### src/rtl/rmii_tx_pkg.sv
package rmii_tx_pkg;

    localparam int BYTE_W          = 8;
    localparam int DIBIT_W         = 2;
    localparam int DIBITS_PER_BYTE = BYTE_W / DIBIT_W;
    localparam int IDX_W           = $clog2(DIBITS_PER_BYTE);

    localparam logic [BYTE_W-1:0]  PREAMBLE_BYTE = 8'h55;
    localparam logic [BYTE_W-1:0]  SFD_BYTE      = 8'hD5;
    localparam logic [DIBIT_W-1:0] IDLE_NORMAL   = 2'b00;
    localparam logic [DIBIT_W-1:0] IDLE_LPI      = 2'b01;

    typedef enum logic [1:0] {
        ST_IDLE,
        ST_PREAMBLE,
        ST_PAYLOAD
    } seq_state_e;

    // Next dibit request from the sequencer to the pin stage
    typedef struct packed {
        logic              en;
        logic [BYTE_W-1:0] byte_val;
        logic [IDX_W-1:0]  idx;
    } emit_t;

    function automatic logic [DIBIT_W-1:0] idle_code(input logic lpi);
        return lpi ? IDLE_LPI : IDLE_NORMAL;
    endfunction

endpackage

### src/rtl/rmii_tx_seq.sv
module rmii_tx_seq
    import rmii_tx_pkg::*;
#(
    parameter int PREAMBLE_LEN = 7
) (
    input  logic              clk,
    input  logic              rst,
    input  logic              in_valid,
    input  logic [BYTE_W-1:0] in_data,
    input  logic              in_last,
    input  logic              lpi_req,
    input  logic              line_busy,
    output logic              in_ready,
    output emit_t             emit,
    output logic              underrun_det
);

    localparam int CNT_W = $clog2(PREAMBLE_LEN + 1);
    localparam logic [IDX_W-1:0] LAST_IDX = IDX_W'(DIBITS_PER_BYTE - 1);
    localparam logic [CNT_W-1:0] PRE_LAST = CNT_W'(PREAMBLE_LEN - 1);
    localparam logic [CNT_W-1:0] PRE_DONE = CNT_W'(PREAMBLE_LEN);

    seq_state_e        state_q, state_d;
    logic [BYTE_W-1:0] cur_q, cur_d;
    logic              last_q, last_d;
    logic [IDX_W-1:0]  idx_q, idx_d;
    logic [CNT_W-1:0]  pcnt_q, pcnt_d;

    always_comb begin
        state_d      = state_q;
        cur_d        = cur_q;
        last_d       = last_q;
        idx_d        = idx_q;
        pcnt_d       = pcnt_q;
        in_ready     = 1'b0;
        underrun_det = 1'b0;
        emit         = '{en: 1'b0, byte_val: cur_q, idx: idx_q};

        case (state_q)
            ST_IDLE: begin
                // at least one idle cycle after a frame, none while in LPI
                if (in_valid && !lpi_req && !line_busy) begin
                    emit    = '{en: 1'b1, byte_val: PREAMBLE_BYTE, idx: '0};
                    state_d = ST_PREAMBLE;
                    cur_d   = PREAMBLE_BYTE;
                    idx_d   = IDX_W'(1);
                    pcnt_d  = '0;
                    last_d  = 1'b0;
                end
            end
            default: begin
                emit.en = 1'b1;
                if (idx_q != LAST_IDX) begin
                    idx_d = idx_q + 1'b1;
                end else begin
                    idx_d = '0;
                    if (state_q == ST_PREAMBLE && pcnt_q < PRE_LAST) begin
                        pcnt_d = pcnt_q + 1'b1;
                        cur_d  = PREAMBLE_BYTE;
                    end else if (state_q == ST_PREAMBLE && pcnt_q == PRE_LAST) begin
                        pcnt_d = PRE_DONE;
                        cur_d  = SFD_BYTE;
                    end else if (state_q == ST_PAYLOAD && last_q) begin
                        state_d = ST_IDLE;
                    end else if (in_valid) begin
                        in_ready = 1'b1;
                        cur_d    = in_data;
                        last_d   = in_last;
                        state_d  = ST_PAYLOAD;
                    end else begin
                        underrun_det = 1'b1;
                        state_d      = ST_IDLE;
                    end
                end
            end
        endcase
    end

    always_ff @(posedge clk) begin
        if (rst) begin
            state_q <= ST_IDLE;
            cur_q   <= '0;
            last_q  <= 1'b0;
            idx_q   <= '0;
            pcnt_q  <= '0;
        end else begin
            state_q <= state_d;
            cur_q   <= cur_d;
            last_q  <= last_d;
            idx_q   <= idx_d;
            pcnt_q  <= pcnt_d;
        end
    end

endmodule

### src/rtl/rmii_tx_dibit_pick.sv
module rmii_tx_dibit_pick
    import rmii_tx_pkg::*;
(
    input  logic [BYTE_W-1:0]  byte_val,
    input  logic [IDX_W-1:0]   idx,
    output logic [DIBIT_W-1:0] dibit
);

    logic [DIBIT_W-1:0] lanes [DIBITS_PER_BYTE];

    for (genvar g = 0; g < DIBITS_PER_BYTE; g++) begin : g_lane
        assign lanes[g] = byte_val[g*DIBIT_W +: DIBIT_W];
    end

    assign dibit = lanes[idx];

endmodule

### src/rtl/rmii_tx_pin_reg.sv
module rmii_tx_pin_reg
    import rmii_tx_pkg::*;
(
    input  logic               clk,
    input  logic               rst,
    input  logic               en_d,
    input  logic [DIBIT_W-1:0] dibit_d,
    input  logic               lpi_req,
    input  logic               urun_d,
    output logic               tx_en_q,
    output logic [DIBIT_W-1:0] txd_q,
    output logic               urun_q
);

    always_ff @(posedge clk) begin
        if (rst) begin
            tx_en_q <= 1'b0;
            txd_q   <= IDLE_NORMAL;
            urun_q  <= 1'b0;
        end else begin
            tx_en_q <= en_d;
            txd_q   <= en_d ? dibit_d : idle_code(lpi_req);
            urun_q  <= urun_d;
        end
    end

endmodule

### src/rtl/rmii_tx_dibit_ser.sv
module rmii_tx_dibit_ser
    import rmii_tx_pkg::*;
#(
    parameter int PREAMBLE_LEN = 7
) (
    input  logic              clk,
    input  logic              rst,
    input  logic              s_valid,
    input  logic [BYTE_W-1:0] s_data,
    input  logic              s_last,
    output logic              s_ready,
    input  logic              lpi_req,
    output logic              rmii_tx_en,
    output logic [1:0]        rmii_txd,
    output logic              underrun_pulse
);

    emit_t              emit;
    logic               urun_det;
    logic [DIBIT_W-1:0] dibit;

    rmii_tx_seq #(
        .PREAMBLE_LEN(PREAMBLE_LEN)
    ) seq_i (
        .clk         (clk),
        .rst         (rst),
        .in_valid    (s_valid),
        .in_data     (s_data),
        .in_last     (s_last),
        .lpi_req     (lpi_req),
        .line_busy   (rmii_tx_en),
        .in_ready    (s_ready),
        .emit        (emit),
        .underrun_det(urun_det)
    );

    rmii_tx_dibit_pick pick_i (
        .byte_val(emit.byte_val),
        .idx     (emit.idx),
        .dibit   (dibit)
    );

    rmii_tx_pin_reg pins_i (
        .clk    (clk),
        .rst    (rst),
        .en_d   (emit.en),
        .dibit_d(dibit),
        .lpi_req(lpi_req),
        .urun_d (urun_det),
        .tx_en_q(rmii_tx_en),
        .txd_q  (rmii_txd),
        .urun_q (underrun_pulse)
    );

endmodule

### config.mk
export PLATFORM = sky130hd
export DESIGN_NAME = rmii_tx_dibit_ser
export DESIGN_NICKNAME = d
export VERILOG_FILES = /design/src/rtl/rmii_tx_pkg.sv /design/src/rtl/rmii_tx_seq.sv /design/src/rtl/rmii_tx_dibit_pick.sv /design/src/rtl/rmii_tx_pin_reg.sv /design/src/rtl/rmii_tx_dibit_ser.sv
export SDC_FILE = /design/constraint.sdc
export NUM_CORES = 1
export LEC_CHECK = 0
export ABC_AREA = 1
export BUFFER_PORTS_ARGS = -buffer_cell sky130_fd_sc_hd__buf_2
export CAP_MARGIN = 20
export CELL_PAD_IN_SITES_DETAIL_PLACEMENT = 1
export CELL_PAD_IN_SITES_GLOBAL_PLACEMENT = 1
export CORE_ASPECT_RATIO = 0.5
export CORE_MARGIN = 1
export CORE_UTILIZATION = 25
export CTS_BUF_LIST = sky130_fd_sc_hd__clkbuf_2
export DETAILED_ROUTE_END_ITERATION = 8
export GPL_ROUTABILITY_DRIVEN = 0
export PLACE_DENSITY_LB_ADDON = 0.25
export SLEW_MARGIN = 15
export SYNTH_ARGS = -nofsm -noshare
export SYNTH_HDL_FRONTEND = slang
export SYNTH_HIERARCHICAL = 1
export SYNTH_SLANG_ARGS = --single-unit
### constraint.sdc
create_clock -name clk -period 1.6 [get_ports clk]
set_clock_uncertainty 0.2 [all_clocks]
set_input_delay 0.32 -clock clk [delete_from_list [all_inputs] [get_ports clk]]
set_output_delay 0.32 -clock clk [all_outputs]
set_load 0.01 [all_outputs]
==> flow_summary.html <==
<table>
<tr><th>Metric</th><th>Value</th></tr>
<tr><th colspan="2">Global route</th></tr>
<tr><td>Pin count of the biggest net entering global routing</td><td>12</td></tr>
<tr><td>Global route overflow</td><td>0</td></tr>
<tr><td>Total GRT Usage</td><td>16.2%</td></tr>
<tr><td>Initial antenna violation count</td><td>0</td></tr>
<tr><td>Global-route wire length before repair</td><td>6490 um</td></tr>
<tr><td>Via count of the first global-routing pass</td><td>1424</td></tr>
<tr><th colspan="2">Clock network</th></tr>
<tr><td>Inserted Clock Buffers</td><td>3</td></tr>
<tr><td>Clock tree from TritonCTS</td><td>built</td></tr>
<tr><td>Worst-skew pair later-pin latency</td><td>0.34 ns</td></tr>
<tr><td>Count of hold-fix buffers inserted at cts</td><td>0</td></tr>
<tr><td>Clock transition at the registers of the reported paths</td><td>0.22 ns</td></tr>
<tr><td>H-tree level count</td><td>1</td></tr>
<tr><td>Library cell used as clock root buffer</td><td>sky130_fd_sc_hd__clkbuf_2</td></tr>
<tr><td>Number of sinks on the clock net</td><td>20</td></tr>
<tr><td>Number of buffers between clock root and the deepest sink</td><td>2</td></tr>
<tr><th colspan="2">Synthesis</th></tr>
<tr><td>Total standard cell area after synthesis</td><td>1240 sq um</td></tr>
<tr><td>YS warnings</td><td>6</td></tr>
<tr><td>Seq cells post-synth</td><td>20</td></tr>
<tr><td>Cell variety after synth</td><td>21</td></tr>
<tr><td>Leading register cell type out of synthesis</td><td>sky130_fd_sc_hd__dfxtp_1</td></tr>
<tr><td>Most instantiated library cell after synthesis</td><td>sky130_fd_sc_hd__nand2_1</td></tr>
<tr><td>Most used standard cells in the synthesized netlist</td><td>sky130_fd_sc_hd__nand2_1, sky130_fd_sc_hd__inv_1, sky130_fd_sc_hd__nor2_1</td></tr>
<tr><td>Async set-reset flop share out of synthesis</td><td>0%</td></tr>
<tr><td>Nets in the synthesized netlist</td><td>approximately 220</td></tr>
<tr><td>Number of enable-type register cells in the synthesized netlist</td><td>0</td></tr>
<tr><td>Syn_area_per_cell</td><td>6.06 sq um</td></tr>
<tr><td>Largest cells by area after synthesis</td><td>sky130_fd_sc_hd__dfxtp_1, sky130_fd_sc_hd__nand2_1, sky130_fd_sc_hd__inv_1</td></tr>
<tr><td>Largest area contributor in the synthesized netlist</td><td>sky130_fd_sc_hd__dfxtp_1</td></tr>
<tr><td>Number of cells produced by synthesis</td><td>205</td></tr>
<tr><td>Sequential area share after synthesis</td><td>32.2%</td></tr>
<tr><td>Yosys top cell area share</td><td>between 30% and 40%</td></tr>
<tr><th colspan="2">Worst setup path</th></tr>
<tr><td>Start point of the critical path</td><td>seq_i/pcnt_q[0]</td></tr>
<tr><td>Setup CP Type</td><td>register to output pin</td></tr>
<tr><td>Critical path capture point type</td><td>output pin</td></tr>
<tr><td>Required time worst endpoint</td><td>1.08 ns</td></tr>
<tr><td>Largest driver fanout on the critical path</td><td>2</td></tr>
<tr><td>Arr. time, crit path</td><td>1.40 ns</td></tr>
<tr><td>Reg2reg start</td><td>seq_i/pcnt_q[0]</td></tr>
<tr><td>Category of the worst setup path launch point</td><td>register</td></tr>
<tr><th colspan="2">Detailed routing</th></tr>
<tr><td>Count of routing violations after the opening detailed-route iteration</td><td>28</td></tr>
<tr><td>Average detailed-routed wire length per instance</td><td>roughly 12 um</td></tr>
<tr><td>Number of vias per cell</td><td>4.31</td></tr>
<tr><td>Number of routed nets with antenna violations</td><td>0</td></tr>
<tr><td>DR pass1 iterations</td><td>4</td></tr>
<tr><td>Detailed-route DRC error count</td><td>0</td></tr>
<tr><td>DR vias</td><td>1397</td></tr>
<tr><td>Routed WL</td><td>3990 um</td></tr>
<tr><th colspan="2">Floorplanning</th></tr>
<tr><td>Y dimension of the die</td><td>51.9 um</td></tr>
<tr><td>Placement row count</td><td>17</td></tr>
<tr><td>Initial standard-cell utilization of the core</td><td>27.2%</td></tr>
<tr><td>Die area</td><td>approximately 5300 sq um</td></tr>
<tr><td>Core outline area</td><td>4570 sq um</td></tr>
<tr><td>Ports</td><td>18</td></tr>
<tr><td>Die Span X</td><td>102 um</td></tr>
<tr><th colspan="2">Layout</th></tr>
<tr><td>Proportion of layout cells with a drive suffix above 1</td><td>46.1%</td></tr>
<tr><td>Final standard cell utilization of the core</td><td>approximately 43%</td></tr>
<tr><td>Net total in the final layout</td><td>275</td></tr>
<tr><td>Area growth from synthesis to layout</td><td>57.0%</td></tr>
<tr><td>Final Instance Count excl. Fillers</td><td>324</td></tr>
<tr><td>Number of antenna repair diodes</td><td>0</td></tr>
<tr><th colspan="2">Run status</th></tr>
<tr><td>Failing checks</td><td>negative setup slack</td></tr>
<tr><td>Status</td><td>complete, but fails checks</td></tr>
<tr><th colspan="2">Placed design</th></tr>
<tr><td>Buffers on Ports</td><td>17</td></tr>
<tr><td>Count of placed standard cells including taps</td><td>305</td></tr>
<tr><td>Total half-perimeter wirelength after legalization and detailed placement</td><td>around 2700 um</td></tr>
<tr><th colspan="2">Power</th></tr>
<tr><td>Power density of the placed cells</td><td>approximately 600 nW/um^2</td></tr>
<tr><td>Tot Pwr</td><td>1.17 mW</td></tr>
<tr><td>Leakage dissipation</td><td>0.990 nW</td></tr>
<tr><td>Maximum ir drop on the vdd rail</td><td>0.242 mV</td></tr>
<tr><th colspan="2">Timing</th></tr>
<tr><td>Slew of the pin with the lowest slew margin</td><td>0.226 ns</td></tr>
<tr><td>Final setup viols</td><td>13</td></tr>
<tr><td>Setup slack of the critical path after layout</td><td>-0.323 ns</td></tr>
<tr><td>Minimum clock period after layout</td><td>1.92 ns</td></tr>
<tr><td>F_max</td><td>520 MHz</td></tr>
<tr><td>Hold Worst Slack</td><td>between 0.04 and 0.05 ns</td></tr>
<tr><td>Number of hold violations in the final report</td><td>0</td></tr>
<tr><td>Max-slew headroom</td><td>84.9%</td></tr>
<tr><td>Final number of max-transition violations</td><td>0</td></tr>
<tr><td>Part of the cycle the worst path needs</td><td>120%</td></tr>
<tr><td>Setup repair after global routing missed its margin</td><td>yes</td></tr>
<tr><td>Post-Route Setup TNS</td><td>-0.783 ns</td></tr>
<tr><th colspan="2">Hold path</th></tr>
<tr><td>Worst Min Path Start</td><td>rst</td></tr>
<tr><td>Class of the tightest hold or removal check</td><td>input pin to register</td></tr>
<tr><th colspan="2">Run</th></tr>
<tr><td>Count of max-cap constraint violations</td><td>0</td></tr>
</table>
## placed cells by master (no fill, tap or decap), types with 2 or more instances in the layout
master                      n
sky130_fd_sc_hd__nand2_1   42
sky130_fd_sc_hd__inv_1     37
sky130_fd_sc_hd__nor2_1    28
sky130_fd_sc_hd__buf_4     21
sky130_fd_sc_hd__buf_2     16
sky130_fd_sc_hd__dfxtp_1   15
sky130_fd_sc_hd__nand2_2   14
sky130_fd_sc_hd__buf_6     11
sky130_fd_sc_hd__inv_2      7
sky130_fd_sc_hd__nor2_2     7
sky130_fd_sc_hd__nand3_2    6
sky130_fd_sc_hd__nand2_4    5
sky130_fd_sc_hd__nand3_1    5
sky130_fd_sc_hd__a21oi_1    5
sky130_fd_sc_hd__nand2_8    4
sky130_fd_sc_hd__nor2_4     4
sky130_fd_sc_hd__a21oi_2    4
sky130_fd_sc_hd__clkbuf_2   3
sky130_fd_sc_hd__dfxtp_4    3
sky130_fd_sc_hd__inv_4      2
sky130_fd_sc_hd__o21ai_2    2
sky130_fd_sc_hd__nor3_1     2
sky130_fd_sc_hd__dfxtp_2    2
## layout make-up
cell class | instances | area [sq um]
inverters | 46 | 178
fillers | 594 | 2620
clock inverters | 1 | 3.75
clock buffers | 3 | 15.0
repair buffers | 49 | 377
flip-flops and latches | 20 | 414
multi-input cells | 139 | 881
well taps | 66 | 82.6
## cells by family after synthesis
| logic type | Yosys count | synth area share, % |
|---|---|---|
| AND/OR/NAND/NOR | 120 | 43.6 |
| buffers and inverters | 48 | 15.2 |
| flip-flops | 20 | 32.2 |
| AO/OA/AOI/OAI | 14 | 5.94 |
| adder cells (fa/ha/maj) | 3 | 3.02 |
## what timing repair did
item | CTS | global route
resized for setup | 41 | 41
setup buffers | 10 | 3
endpoints found under the setup margin | 11 | 18
pin swaps | 13 | 8
cloned | 1 | 1
## report_power, final
part           internal (mW)  switching [mW]
clock network         0.0543           0.183
registers              0.532          0.0189
logic                  0.164           0.219
total                  0.750           0.421
## stage by stage
| stage | area, sq um | worst slack (ns) |
|---|---|---|
| 2_1_floorplan | 1240 | 0.0278 |
| 3_3_place_gp | 1540 | -0.100 |
| 3_5_place_dp | 1540 | -0.103 |
| 4_1_cts | 1770 | -0.314 |
| 5_1_grt | 1950 | -0.414 |
| 6_report | 1950 | -0.323 |
## final timing paths
path                            depth (start not counted)               end  slack, ns
worst min register to register                          2    seq_i/cur_q[0]       0.32
worst min-delay path                                    3  seq_i/state_q[1]       0.05
worst max register to register                         12  seq_i/state_q[1]      -0.19
worst max-delay path                                    8           s_ready      -0.32
## critical path, stage by stage, from the launching register on
cell and delay, ns:
sky130_fd_sc_hd__dfxtp_2 0.39, sky130_fd_sc_hd__inv_2 0.05, sky130_fd_sc_hd__ha_4 0.14, sky130_fd_sc_hd__nand2_2 0.05
sky130_fd_sc_hd__inv_2 0.04, sky130_fd_sc_hd__nand2_2 0.05, sky130_fd_sc_hd__nand4_1 0.13, sky130_fd_sc_hd__inv_1 0.11
sky130_fd_sc_hd__buf_6 0.10
## state kept, by name, summed over array words and instances (netlist names)
signal and count:
pins_i/urun_q 1, seq_i/cur_q 8, seq_i/state_q 2, pins_i/tx_en_q 1, seq_i/idx_q 2, seq_i/pcnt_q 3, pins_i/txd_q 2, seq_i/last_q 1
## metal layers
metal / wire length [um] / vias up / track usage [%]
li1: - / 717 / -
met1: 1930 / 662 / 19.8
met2: 1970 / 16 / 29.6
met3: 72 / 2 / 3.09
met4: 19 / 0 / 4.11
met5: 0 / - / 0
Note: power is estimated with default switching activity, not from simulation.
